===== src/rtl/mc_opstate_pkg.sv =====
package mc_opstate_pkg;
  localparam int ST_W   = 3;
  localparam int CMD_W  = 3;
  localparam int SRC_W  = 3;
  localparam int STAT_W = 8;

  typedef enum logic [ST_W-1:0] {
    ST_INIT    = 3'd0,
    ST_CFG     = 3'd1,
    ST_CFG_REQ = 3'd2,
    ST_ACC     = 3'd3,
    ST_ACC_REQ = 3'd4,
    ST_LP      = 3'd5,
    ST_LPE_REQ = 3'd6,
    ST_LPX_REQ = 3'd7
  } opst_e;

  localparam logic [CMD_W-1:0] CMD_INIT  = 3'd0;
  localparam logic [CMD_W-1:0] CMD_CFG   = 3'd1;
  localparam logic [CMD_W-1:0] CMD_GO    = 3'd2;
  localparam logic [CMD_W-1:0] CMD_SLEEP = 3'd3;
  localparam logic [CMD_W-1:0] CMD_WAKE  = 3'd4;

  localparam logic [SRC_W-1:0] SRC_NONE = 3'd0;
  localparam logic [SRC_W-1:0] SRC_HW   = 3'd1;
  localparam logic [SRC_W-1:0] SRC_SW   = 3'd2;

  function automatic logic is_req(input logic [ST_W-1:0] s);
    return (s == ST_CFG_REQ) || (s == ST_ACC_REQ) ||
           (s == ST_LPE_REQ) || (s == ST_LPX_REQ);
  endfunction
endpackage


===== src/rtl/mc_opstate_ctlreg.sv =====
module mc_opstate_ctlreg (
  input  logic clk,
  input  logic rst,
  input  logic wr_en,
  input  logic wr_lp_en,
  output logic hw_lp_en
);
  always_ff @(posedge clk) begin
    if (rst)        hw_lp_en <= 1'b0;
    else if (wr_en) hw_lp_en <= wr_lp_en;
  end
endmodule


===== src/rtl/mc_opstate_decode.sv =====
module mc_opstate_decode
  import mc_opstate_pkg::*;
(
  input  opst_e             cur_st,
  input  logic [SRC_W-1:0]  cur_src,
  input  logic              wr_en,
  input  logic [CMD_W-1:0]  wr_cmd,
  input  logic              hw_lp_en,
  input  logic              lp_trig,
  input  logic              sched_idle,
  output opst_e             nxt_st,
  output logic [SRC_W-1:0]  nxt_src
);
  logic cmd_cfg, cmd_go, cmd_sleep, cmd_wake, hw_enter;

  always_comb begin
    cmd_cfg   = wr_en && (wr_cmd == CMD_CFG);
    cmd_go    = wr_en && (wr_cmd == CMD_GO);
    cmd_sleep = wr_en && (wr_cmd == CMD_SLEEP);
    cmd_wake  = wr_en && (wr_cmd == CMD_WAKE);
    hw_enter  = hw_lp_en && lp_trig;
  end

  always_comb begin
    nxt_st  = cur_st;
    nxt_src = cur_src;
    unique case (cur_st)
      ST_INIT: begin
        if (cmd_cfg) nxt_st = ST_CFG_REQ;
      end
      ST_CFG: begin
        if (cmd_go) nxt_st = ST_ACC_REQ;
      end
      ST_ACC: begin
        if (cmd_cfg) begin
          nxt_st = ST_CFG_REQ;
        end else if (cmd_sleep) begin
          nxt_st  = ST_LPE_REQ;
          nxt_src = SRC_SW;
        end else if (hw_enter) begin
          nxt_st  = ST_LPE_REQ;
          nxt_src = SRC_HW;
        end
      end
      ST_LP: begin
        if (cmd_wake || ((cur_src == SRC_HW) && !lp_trig))
          nxt_st = ST_LPX_REQ;
      end
      ST_CFG_REQ: if (sched_idle) nxt_st = ST_CFG;
      ST_ACC_REQ: if (sched_idle) nxt_st = ST_ACC;
      ST_LPE_REQ: if (sched_idle) nxt_st = ST_LP;
      ST_LPX_REQ: begin
        if (sched_idle) begin
          nxt_st  = ST_ACC;
          nxt_src = SRC_NONE;
        end
      end
      default: nxt_st = ST_INIT;
    endcase
  end
endmodule


===== src/rtl/mc_opstate_regs.sv =====
module mc_opstate_regs
  import mc_opstate_pkg::*;
(
  input  logic              clk,
  input  logic              rst,
  input  opst_e             nxt_st,
  input  logic [SRC_W-1:0]  nxt_src,
  output opst_e             st_q,
  output logic [SRC_W-1:0]  src_q,
  output logic              traffic_en,
  output logic              lp_req
);
  always_ff @(posedge clk) begin
    if (rst) begin
      st_q       <= ST_INIT;
      src_q      <= SRC_NONE;
      traffic_en <= 1'b0;
      lp_req     <= 1'b0;
    end else begin
      st_q       <= nxt_st;
      src_q      <= nxt_src;
      traffic_en <= (nxt_st == ST_ACC);
      lp_req     <= (nxt_st == ST_LP) || (nxt_st == ST_LPE_REQ);
    end
  end
endmodule


===== src/rtl/mc_opstate_seq.sv =====
module mc_opstate_seq
  import mc_opstate_pkg::*;
(
  input  logic              clk,
  input  logic              rst,
  input  logic              wr_en,
  input  logic [CMD_W-1:0]  wr_cmd,
  input  logic              wr_lp_en,
  input  logic              sched_idle,
  input  logic              lp_trig,
  output logic [STAT_W-1:0] stat_word,
  output logic              traffic_en,
  output logic              lp_req
);
  localparam int PAD_W = STAT_W - ST_W - SRC_W - 1;

  logic             hw_lp_en;
  opst_e            st_q, nxt_st;
  logic [SRC_W-1:0] src_q, nxt_src;

  mc_opstate_ctlreg u_ctl (
    .clk(clk), .rst(rst), .wr_en(wr_en), .wr_lp_en(wr_lp_en), .hw_lp_en(hw_lp_en)
  );

  mc_opstate_decode u_dec (
    .cur_st(st_q), .cur_src(src_q), .wr_en(wr_en), .wr_cmd(wr_cmd),
    .hw_lp_en(hw_lp_en), .lp_trig(lp_trig), .sched_idle(sched_idle),
    .nxt_st(nxt_st), .nxt_src(nxt_src)
  );

  mc_opstate_regs u_regs (
    .clk(clk), .rst(rst), .nxt_st(nxt_st), .nxt_src(nxt_src),
    .st_q(st_q), .src_q(src_q), .traffic_en(traffic_en), .lp_req(lp_req)
  );

  assign stat_word = {{PAD_W{1'b0}}, src_q, 1'b0, st_q};
endmodule


===== config.mk =====
export PLATFORM = sky130hd
export DESIGN_NAME = mc_opstate_seq
export DESIGN_NICKNAME = d
export VERILOG_FILES = /design/src/rtl/mc_opstate_pkg.sv /design/src/rtl/mc_opstate_ctlreg.sv /design/src/rtl/mc_opstate_decode.sv /design/src/rtl/mc_opstate_regs.sv /design/src/rtl/mc_opstate_seq.sv
export SDC_FILE = /design/constraint.sdc
export NUM_CORES = 1
export LEC_CHECK = 0
export CAP_MARGIN = 5
export CORE_AREA = 2 2 39 41
export CTS_CLUSTER_SIZE = 30
export DETAILED_ROUTE_END_ITERATION = 6
export DIE_AREA = 0 0 41 43
export PLACE_DENSITY = 0.64
export RECOVER_POWER = 25
export SLEW_MARGIN = 10
export SYNTH_ARGS = -nofsm -noshare
export SYNTH_HDL_FRONTEND = slang
export SYNTH_SLANG_ARGS = --single-unit

===== constraint.sdc =====
create_clock -name clk -period 3 [get_ports clk]
set_input_delay 0.3 -clock clk [delete_from_list [all_inputs] [get_ports clk]]
set_output_delay 0.3 -clock clk [all_outputs]
set_load 0.05 [all_outputs]

# Word-level counts from Yosys, hierarchy flattened
# Index checks and enable logic that the tools add are counted.
# classes
n_eq_ne	18
n_mux	15
reduce_logical	13
# ops
op	n
$mux 3	13
$eq 3x3->1 const B	7
$pmux 3 s7	1
$eq 3x2->1 const B	5
$eq 3x1->1 const B	3
$logic_and 1x1->1	6
$pmux 3 s2	1
$ne 2x2->1 const B	2
$reduce_and 4->1	1
$logic_not 3->1	1
$ne 3x1->1 const B	1
$logic_or 1x1->1	2
$reduce_bool 2->1	1
$reduce_or 2->1	1
$logic_not 1->1	1
# totals
regBits	9
inputBits	9
output_inout_bits	10
word_cells	51

# Longest topological paths before layout
# depth
word_depth	7
depth_mapped	5
mapped_depth_nobuf	5

# Hierarchy
# A second synthesis with hierarchy kept.
# hier_totals
cells_unflattened	66
area_unflattened_um2	576.8
# modules_own_cells
module	n_inst	cells_each	area_each_um2	seq_area_each_um2
mc_opstate_decode	1	43	292.8	0.0
mc_opstate_regs	1	17	231.5	160.2
mc_opstate_ctlreg	1	3	33.8	20.0
mc_opstate_seq	1	3	18.8	0.0

# Worst setup path after synthesis
# OpenSTA, ideal clock, no wires.
# synth_timing
kind	flip-flop to flip-flop
startpoint	reg u_regs.st_q[2]
endpoint	reg u_regs.src_q[1]
setup_ns	0.064
arrival_time_ns	1.641
t_required_ns	2.936
path_slack_ns	1.296
path_stages_with_launch	6
path_buffers	0
period_less_slack_ns	1.704
path_cell_list	dfxtp_1 > a21o_1 > o211ai_2 > nor3_2 > mux2_1 > nor2_1
# synth_between
elab_chain_cells	3
word_cells_on_any_way	8
cone_classes	eq/ne (5); mux (1); reduce/logical (2)
# synth_rtl
element	line	rtl
start, declared	mc_opstate_regs.sv:8	output opst_e st_q,
start signal, assigned	mc_opstate_regs.sv:20	st_q <= nxt_st;
$eq 3x2->1 / $eq 3x3->1 (equally long branches)	mc_opstate_decode.sv:27	unique case (cur_st)
$ne 3x1->1 (no source line), or another cell as far along	--	
$reduce_and 4->1 (no source line)	--	
end signal, assigned	mc_opstate_regs.sv:21	src_q <= nxt_src;
end, declared	mc_opstate_regs.sv:9	output logic [SRC_W-1:0] src_q,
# Parallel ways exist; a longest one is shown, timed or not.
# A chain may end at the register's enable or synchronous reset.

# Worst setup path after layout
# layout_timing
startpoint	reg u_regs.st_q[2]
endpoint	out stat_word[2]
# layout_rtl
element	line	rtl
end, declared	mc_opstate_seq.sv:11	output logic [STAT_W-1:0] stat_word,
# No word-level cell between the ends.

==> impl_results.md <==
- Drt pass-1 iters: 2
- IO Count: 19
- GRT Util Overall: 0.139
- Post-synth top area share: 0.346
- Reg clk slew, reported paths: 0.05 ns
- Clock Sinks: 8
- CTS tree: yes
- Fin crit period: 1.94 ns
- FFs w/ async S/R, synth: 0
- Grt total ovfl: 0
- Synth cell types: 27
- Pwr/cell area: 356 mW/mm^2
- Switching part of the total power: 0.254
- Vias in the first global route: 398
- WL per Instance: 11.8 um
- Leakage: 0.247 nW
- Area of the core: 0.00138 mm^2
- Critical path class: reg2out
- Crit-path max cell delay: 0.87 ns
- Design Area, Final: 636 um^2
- Bufs and invs on worst path: 1
- Hold_ws: 0.503 ns
- Slack of the worst reg-to-reg path: 1.49 ns
- Clk Latency, worst-skew pair: 0.26 ns
- Flops & latches, synth: 8
- Syn avg cell area: 8.90 um^2
- Hpwl dp: 774 um
- Ys Warns: 0
- Max-slew violations: 0
- Area of the die: 0.00176 mm^2
- GPL Wtd Cong: 0.748
- # nets final: 80
- Outcome: finished clean
- Clock share of power: 0.363
- Chip height: 43 um
- Initial Util: 0.335
- Slowest-stage cell, CP: clkdlybuf4s50_1
- Comb pwr share: 0.155
- # DRC: 0
- IO Port Bufs: 15
- Peak Freq: 515 MHz
- Sequential area share after synthesis: 0.346
- Cts repair resizes: 0
- Fin Clk Skew: 0.00333 ns
- Flop pwr share: 0.483
- Num rows: 14
- Antenna viol nets, final: 0
- Routed wire length: 1000 um
- Setup TNS: 0 ns
- Synthesized cell area: 463 um^2
- Worst path arrival time: 1.64 ns
- Post-CTS Setup Repair Bufs: 0
- Worst min-delay path startpoint: u_ctl.hw_lp_en
- Gate Count Post-Synth: 52
- Cell Area, Placed: 618 um^2
- Worst hold path type: reg2reg
- Crit-path cells: clkdlybuf4s50_1
- CP startpoint kind: flop
- Number of synthesized flops with an enable pin: 0
- Largest net degree at the start of global routing: 10
- Inserted Diodes: 0
- RSZ-0062 raised after global routing: false
- Top_reg_cell synth: dfxtp_1
- CP max FO: 9
- CP required: 2.70 ns
- First-pass GRT wire length: 1590 um
- CTS max path bufs: 2
- Share of layout cells above drive strength 1: 0.130
- Htree depth: 1
- Synth area leader: dfxtp_1
- Crit-path leading delay family: buffers and inverters
- CP Capture Type: output port
- CTS Buf Count: 3
- Area added between synthesis and finish: 37.3%
- Internal power: 0.169 mW
- CTS root buf: clkbuf_4
- Top post-synthesis cells by area: dfxtp_1, nor2_1, o211ai_2
- Max Cap Violations: 0
- Vias: 423
- Fin crit share: 0.647
- Number of DRC markers in iteration 0: 2
- Final setup viols: 0
- Die X: 41 um
- Drt via density: 4.98
- Crit path launch: u_regs.st_q[2]
- Worst vdd ir: 0.172 mV
- Final Hold Fails: 0
- R2r startpoint: u_regs.st_q[2]
- Initial antenna violation count: 0
- Net Sw Power: 0.0574 mW
- Post-CTS Hold Fix Bufs: 0
cells in the mapped netlist (2+ instances only):
library cell	number
nor2_1	7
buf_4	3
a21oi_1	3
o211ai_2	2
nor4bb_1	2
dfxtp_1	8
nand2_1	4
nor2b_1	3
nor3_2	2
per-layer routing:
layer | share of wire | global-route usage | vias up
met5 | 0 | 0 | -
met1 | 0.47 | 0.159 | 192
met3 | 0.042 | 0.0314 | 4
met2 | 0.44 | 0.194 | 12
li1 | - | - | 215
met4 | 0.044 | 0.140 | 0
final timing paths:
kind                     end  depth (start not counted)
max             stat_word[2]                          1
min           u_ctl.hw_lp_en                          2
max reg2reg  u_regs.src_q[1]                          5
min reg2reg   u_ctl.hw_lp_en                          2
final cells by class:
cell class	instances	area (um^2)
well taps	16	20.0
clock buffers	3	22.5
inverters	1	3.75
fillers	143	748
flip-flops and latches	8	160
multi-input cells	42	279
repair buffers	15	150
cells by family (layout without fill, tap and decap cells):
group	count (synthesis)	after routing	share of synthesized area
other	1	3	0.00810
AO/OA/AOI/OAI	9	9	0.157
buffers and inverters	4	19	0.0567
XOR/XNOR	2	2	0.0378
flip-flops	8	8	0.346
multiplexers	2	2	0.0459
AND/OR/NAND/NOR	26	26	0.349
metrics by stage:
stage,util,worst slack [ns],instances,power (mW)
6_report,0.459,1.06,85,0.226
5_1_grt,0.459,1.03,85,0.236
4_1_cts,0.463,1.06,85,0.228
3_5_place_dp,0.447,1.06,82,0.147
3_3_place_gp,0.447,1.05,82,0.147
2_1_floorplan,-,1.30,54,0.134
flip-flops by register name, indices dropped and copies added, names as in the netlist:
signal             count
u_ctl.hw_lp_en         1
u_regs.traffic_en      1
u_regs.st_q            3
u_regs.src_q           2
u_regs.lp_req          1
power by group through the flow:
stage / Sequential, mW / Clock [mW] / Combinational, mW
after floorplan: 0.113 / 0 / 0.0207
after global placement: 0.111 / 0 / 0.0354
after detailed placement: 0.111 / 0 / 0.0355
after CTS: 0.109 / 0.0828 / 0.0358
after global routing: 0.109 / 0.0885 / 0.0379
final: 0.109 / 0.0821 / 0.0350
cells in the final DEF, fill, tap and decap left out, types with 2 or more instances in the layout:
master / synthesis / final
clkdlybuf4s50_1: 0 / 14
nor4bb_1: 2 / 2
a21oi_1: 3 / 3
nand2_1: 4 / 4
nor2b_1: 3 / 3
clkbuf_4: 0 / 3
conb_1: 1 / 3
dfxtp_1: 8 / 8
nor3_2: 2 / 2
nor2_1: 7 / 7
Power figures use the tool's default switching activity.
